### config.mk
export PLATFORM = sky130hd
export DESIGN_NAME = twr_readout_top
export DESIGN_NICKNAME = d
export VERILOG_FILES = /design/src/rtl/twr_pkg.sv /design/src/rtl/twr_sclk_sync.sv /design/src/rtl/twr_hold_timer.sv /design/src/rtl/twr_frame_ctrl.sv /design/src/rtl/twr_readout_top.sv
export SDC_FILE = /design/constraint.sdc
export NUM_CORES = 1
export LEC_CHECK = 0
export CAP_MARGIN = 40
export CORE_UTILIZATION = 32
export CTS_CLUSTER_DIAMETER = 100
export DETAILED_ROUTE_END_ITERATION = 6
export PLACE_DENSITY_LB_ADDON = 0.3
export SLEW_MARGIN = 20
export SYNTH_ARGS = -nofsm -noshare
export SYNTH_HDL_FRONTEND = slang
export SYNTH_HIERARCHICAL = 1
export SYNTH_SLANG_ARGS = --single-unit
### constraint.sdc
create_clock -name clk -period 2.1 [get_ports clk]
set_clock_uncertainty 0.1 [all_clocks]
set_input_delay 0.315 -clock clk [delete_from_list [all_inputs] [get_ports clk]]
set_output_delay 0.315 -clock clk [all_outputs]
set_load 0.02 [all_outputs]
### src/rtl/twr_pkg.sv
package twr_pkg;

    localparam int unsigned REL_PULSE = 25;
    localparam int unsigned CAL_PULSE = 26;
    localparam int unsigned PULSE_W   = $clog2(CAL_PULSE + 1);

    typedef enum logic [1:0] {
        ST_INIT  = 2'd0,
        ST_BUSY  = 2'd1,
        ST_FRAME = 2'd2,
        ST_SLEEP = 2'd3
    } twr_state_e;

endpackage

### src/rtl/twr_sclk_sync.sv
module twr_sclk_sync #(
    parameter int unsigned STAGES = 2
) (
    input  logic clk,
    input  logic rst_n,
    input  logic sclk_i,
    output logic sclk_lvl_o,
    output logic sclk_rise_o,
    output logic sclk_fall_o
);
    // STAGES flops of synchronisation plus one history flop for edge detection
    logic [STAGES:0] sh_d, sh_q;

    always_comb begin
        sh_d = {sh_q[STAGES-1:0], sclk_i};
    end

    always_ff @(posedge clk or negedge rst_n) begin
        if (!rst_n) sh_q <= '0;
        else        sh_q <= sh_d;
    end

    assign sclk_lvl_o  = sh_q[STAGES-1];
    assign sclk_rise_o =  sh_q[STAGES-1] & ~sh_q[STAGES];
    assign sclk_fall_o = ~sh_q[STAGES-1] &  sh_q[STAGES];
endmodule

### src/rtl/twr_hold_timer.sv
module twr_hold_timer #(
    parameter int unsigned HOLD_CYC = 64
) (
    input  logic clk,
    input  logic rst_n,
    input  logic sclk_lvl_i,
    output logic hold_hit_o
);
    localparam int unsigned CW = $clog2(HOLD_CYC + 1);
    localparam logic [CW-1:0] HOLD_V = CW'(HOLD_CYC);

    logic [CW-1:0] cnt_d, cnt_q;

    always_comb begin
        cnt_d = cnt_q;
        if (!sclk_lvl_i)          cnt_d = '0;
        else if (cnt_q != HOLD_V) cnt_d = cnt_q + CW'(1);
    end

    always_ff @(posedge clk or negedge rst_n) begin
        if (!rst_n) cnt_q <= '0;
        else        cnt_q <= cnt_d;
    end

    assign hold_hit_o = (cnt_q == HOLD_V);
endmodule

### src/rtl/twr_frame_ctrl.sv
module twr_frame_ctrl
    import twr_pkg::*;
#(
    parameter int unsigned DATA_W = 18
) (
    input  logic              clk,
    input  logic              rst_n,
    input  logic              sclk_rise_i,
    input  logic              sclk_fall_i,
    input  logic              hold_hit_i,
    input  logic [DATA_W-1:0] res_i,
    input  logic              res_done_i,
    output logic              rdy_dout_o,
    output logic              conv_start_o,
    output logic              cal_start_o,
    output logic              sleep_o
);
    localparam logic [PULSE_W-1:0] DATA_CNT = PULSE_W'(DATA_W);
    localparam logic [PULSE_W-1:0] REL_CNT  = PULSE_W'(REL_PULSE);
    localparam logic [PULSE_W-1:0] CAL_CNT  = PULSE_W'(CAL_PULSE);

    typedef struct packed {
        twr_state_e          st;
        logic [DATA_W-1:0]   shr;
        logic [PULSE_W-1:0]  cnt;
        logic                cal_wake;
        logic                dout;
        logic                conv;
        logic                cal;
        logic                slp;
    } ctl_t;

    ctl_t d, q;

    always_comb begin
        d      = q;
        d.conv = 1'b0;
        d.cal  = 1'b0;
        unique case (q.st)
            ST_INIT: begin
                d.cal = 1'b1;          // startup calibration
                d.st  = ST_BUSY;
                if (res_done_i) begin
                    d.shr  = res_i;
                    d.cnt  = '0;
                    d.dout = 1'b0;
                    d.st   = ST_FRAME;
                end
            end
            ST_BUSY: begin
                if (res_done_i) begin
                    d.shr  = res_i;
                    d.cnt  = '0;
                    d.dout = 1'b0;
                    d.st   = ST_FRAME;
                end
            end
            ST_FRAME: begin
                if (hold_hit_i) begin
                    d.st       = ST_SLEEP;
                    d.slp      = 1'b1;
                    d.dout     = 1'b1;
                    d.cal_wake = (q.cnt == CAL_CNT);
                end else if (res_done_i) begin
                    d.shr  = res_i;
                    d.cnt  = '0;
                    d.dout = 1'b0;
                end else if (sclk_rise_i) begin
                    if (q.cnt != CAL_CNT) d.cnt = q.cnt + PULSE_W'(1);
                    if (q.cnt < DATA_CNT) begin
                        d.dout = q.shr[DATA_W-1];
                        d.shr  = {q.shr[DATA_W-2:0], 1'b0};
                    end else if (q.cnt == REL_CNT - PULSE_W'(1)) begin
                        d.dout = 1'b1;
                    end
                end else if (sclk_fall_i && (q.cnt == CAL_CNT)) begin
                    d.cal  = 1'b1;
                    d.dout = 1'b1;
                    d.st   = ST_BUSY;
                end
            end
            ST_SLEEP: begin
                if (sclk_fall_i) begin
                    d.slp      = 1'b0;
                    d.st       = ST_BUSY;
                    d.cal_wake = 1'b0;
                    if (q.cal_wake) d.cal  = 1'b1;
                    else            d.conv = 1'b1;
                end
            end
            default: d.st = ST_BUSY;
        endcase
    end

    always_ff @(posedge clk or negedge rst_n) begin
        if (!rst_n) begin
            q          <= '0;
            q.st       <= ST_INIT;
            q.dout     <= 1'b1;
        end else begin
            q <= d;
        end
    end

    assign rdy_dout_o   = q.dout;
    assign conv_start_o = q.conv;
    assign cal_start_o  = q.cal;
    assign sleep_o      = q.slp;
endmodule

### src/rtl/twr_readout_top.sv
module twr_readout_top #(
    parameter int unsigned DATA_W   = 18,
    parameter int unsigned SYNC_STG = 2,
    parameter int unsigned HOLD_CYC = 64
) (
    input  logic              clk,
    input  logic              rst_n,
    input  logic              sclk_i,
    input  logic [DATA_W-1:0] res_i,
    input  logic              res_done_i,
    output logic              rdy_dout_o,
    output logic              conv_start_o,
    output logic              cal_start_o,
    output logic              sleep_o
);
    logic sclk_lvl, sclk_rise, sclk_fall, hold_hit;

    twr_sclk_sync #(.STAGES(SYNC_STG)) sync_i (
        .clk         (clk),
        .rst_n       (rst_n),
        .sclk_i      (sclk_i),
        .sclk_lvl_o  (sclk_lvl),
        .sclk_rise_o (sclk_rise),
        .sclk_fall_o (sclk_fall)
    );

    twr_hold_timer #(.HOLD_CYC(HOLD_CYC)) hold_i (
        .clk        (clk),
        .rst_n      (rst_n),
        .sclk_lvl_i (sclk_lvl),
        .hold_hit_o (hold_hit)
    );

    twr_frame_ctrl #(.DATA_W(DATA_W)) ctl_i (
        .clk          (clk),
        .rst_n        (rst_n),
        .sclk_rise_i  (sclk_rise),
        .sclk_fall_i  (sclk_fall),
        .hold_hit_i   (hold_hit),
        .res_i        (res_i),
        .res_done_i   (res_done_i),
        .rdy_dout_o   (rdy_dout_o),
        .conv_start_o (conv_start_o),
        .cal_start_o  (cal_start_o),
        .sleep_o      (sleep_o)
    );
endmodule

==> results.py <==
metrics = {
    "min_path": {
        "hold_start": "sync_i/sh_q[0]",
        "whs_path_depth": 0,
        "min_to": "sync_i/sh_q[1]",
        "hp-class": "flip-flop to flip-flop",
    },
    "worst_setup_path": {
        "r2r-start": "ctl_i/q[28]",
        "crit_buf_inv": 2,
        "critical_path.top_delay_family": "flip-flops",
        "r2r.worst_path.cells": 7,
        "r2r_end": "ctl_i/q[19]",
        "required_ns": 2.19,
        "crit_chain": "inv_1 -> ha_1 -> and2b_1 -> o22ai_2 -> buf_12 -> a22o_2 -> mux2_4",
        "critPathMaxFanout": 18,
        "crit_type": "flip-flop to flip-flop",
        "max_stage_delay_ns": 0.35,
        "start_kind": "flip-flop",
        "critPathCaptureType": "flip-flop",
        "slowest_stage": "dfrtp_1",
        "cp_data_arrival_time_ns": 2.05,
        "reg2reg_slack_ns": 0.13,
    },
    "sta": {
        "grt_setup_unrepaired": "false",
        "max_freq_ghz": 0.508,
        "fin_ws_ns": 0.133,
        "maxSlewViolCount": 0,
        "tightest_slew_ns": 0.523,
        "min_period_ns": 1.97,
        "setup_viol": 0,
        "setup_tns_ns": 0,
        "relSlewSlack": 0.651,
        "hold_viol": 0,
        "fin_crit_sh": 0.937,
    },
    "route": {
        "routed_wl_mm": 4.64,
        "viasPerCell": 4.87,
        "drc": 0,
        "drt_iter0_drc": 79,
        "dr.pass1.iters": 4,
        "ant_nets": 0,
        "via_count": 1694,
        "routedWlPerCell_um": 13.3,
    },
    "floorplan": {
        "fp.dieH_um": 86.7,
        "core-area_um2": 6870,
        "io_pins": 26,
        "dieArea_um2": 7520,
        "num_rows": 30,
        "start_util": 0.334,
        "die_width_um": 86.7,
    },
    "final_layout": {
        "insertedDiodeCount": 0,
        "nNetsFinal": 284,
        "synthToLayoutAreaGrowth_pct": 28.1,
        "finalNonFillerCells": 348,
        "final_cell_area_um2": 2940,
        "drive_gt1_frac": 0.306,
    },
    "logic_synthesis": {
        "synth_commonest_cells": "39 x dfrtp_1, 16 x nand2_1, 11 x ha_1, 11 x inv_1",
        "yosys.area.top_type_share": 0.425,
        "syn_inst": 204,
        "synth.cell_area_um2": 2300,
        "synth_edf_count": 0,
        "synth_fp_nets": 237,
        "async_reset_ff_frac": 1.00,
        "dominantRegCellSynth": "dfrtp_1",
        "synth_area_per_cell_um2": 11.3,
        "ys.warnings.count": 6,
        "yosysTopAreaCell": "dfrtp_1",
        "synth_area_leaders": "dfrtp_1 43%, mux2_4 6.5%, ha_1 6.0%",
        "ys_seq_area_frac": 0.437,
        "ys_ff_latch": 40,
        "synth_cell_type_count": 45,
        "yosys.cell_count.top_type": "dfrtp_1",
    },
    "job": {
        "drv_cap": 0,
    },
    "global_route": {
        "grt_pass1_wl_mm": 8.10,
        "grt_pass1_vias": 1734,
        "grt_max_degree": 41,
        "antenna_found_initial": 0,
        "grt_overflow": 0,
        "grt.total_usage": 0.141,
    },
    "clock_network": {
        "clock_path_buffers": 2,
        "cts_tree": "yes",
        "insertion_delay_ns": 0.30,
        "clk_pin_slew_worst_paths_ns": 0.08,
        "cts_root_buffer": "clkbuf_8",
        "postCtsSetupBuffers": 0,
        "clkSinkCount": 40,
        "h-tree-depth": 2,
        "cts_buffers": 5,
    },
    "pwr": {
        "power_leakage_nw": 1.31,
        "p_per_area_nw_per_um2": 1190,
        "irDropWorstVdd_v": 0.000414,
    },
    "status": {
        "status": "complete, no violations",
    },
    "placed_design": {
        "gp_congestion": 0.889,
        "placed_cell_area_um2": 2820,
        "place_inst": 339,
        "io_buffers": 25,
        "dp_slack_ns": 0.0851,
        "dp_hpwl_mm": 3.34,
    },
}
[report_power, final]
group | internal (W) | switching (W) | total, W
registers | 0.000956 | 0.0000935 | 0.00105
clock network | 0.000358 | 0.000300 | 0.000658
logic | 0.000968 | 0.000813 | 0.00178
total | 0.00228 | 0.00121 | 0.00349
[timing repair]
action                                  in CTS  in global routing
gates resized for setup                      0                  1
hold buffers                                 1                  0
endpoints found under the setup margin       0                  3
hold endpoints to repair                    39                  0
[layout make-up]
type                            instances  area, um2
Timing Repair Buffer                   48        458
Clock buffer                            5       68.8
Fill cell                             655       3930
Multi-Input combinational cell        145       1200
Clock inverter                          3       46.3
Inverter                               11       41.3
Tap cell                               96        120
Sequential cell                        40       1000
[stage by stage]
step	hold slack [ns]	power, W	utilization
after floorplan	-0.0806	0.00234	-
after global placement	0.231	0.00282	0.410
after detailed placement	0.236	0.00284	0.410
after CTS	0.256	0.00352	0.428
after global routing	0.275	0.00374	0.428
final	0.259	0.00349	0.428
[routing by layer]
layer  up-vias  global-route usage  share of wire
met5         -                   0              0
met4         0              0.0652          0.014
met3         9              0.0371          0.030
met2        25               0.227           0.48
met1       827               0.177           0.47
li1        833                   -              -
[logic make-up after synthesis]
kind of cell / Yosys count / share of synthesized area
DFF: 40 / 0.437
buffers and inverters: 19 / 0.0485
adders and majority gates: 11 / 0.0599
muxes: 23 / 0.128
AOI/OAI and AO/OA: 52 / 0.177
xor gates and xnor gates: 2 / 0.00763
and+or+nand+nor: 57 / 0.143
[sequential cells by signal, summed over array words and instances, names as in the netlist]
name / count
ctl_i/cal_start_o: 1
ctl_i/conv_start_o: 1
ctl_i/q: 26
ctl_i/rdy_dout_o: 1
ctl_i/sleep_o: 1
hold_i/cnt_q: 7
sync_i/sh_q: 3
[cells in the final DEF, fill, tap and decap left out, types with 2 or more instances in the layout]
cell type,count
dfrtp_1,39
clkdlybuf4s50_1,24
buf_4,19
nand2_1,16
inv_1,11
mux2_2,10
a22o_2,10
mux2_4,10
ha_1,10
nor2_1,9
o21ai_0,9
o31ai_1,9
a22o_1,9
nand3_1,6
clkbuf_8,5
a21oi_1,5
nand2b_1,3
nor2b_1,3
buf_12,3
mux2i_1,3
and4b_2,2
nor3_1,2
a31oi_1,2
nor4_1,2
a211oi_1,2
nand3b_1,2
xnor2_1,2
and2_1,2
[how the worst max path moves through the flow]
stage | cells past startpoint | start | endpoint
2_1_floorplan | 10 | hold_i/cnt_q[0] | ctl_i/q[11]
3_3_place_gp | 6 | res_done_i | ctl_i/q[21]
3_5_place_dp | 6 | res_done_i | ctl_i/q[22]
4_1_cts | 8 | hold_i/cnt_q[0] | ctl_i/q[25]
5_1_grt | 5 | hold_i/cnt_q[5] | ctl_i/q[28]
6_report | 7 | ctl_i/q[28] | ctl_i/q[19]
Note: power is estimated with default switching activity, not from simulation.
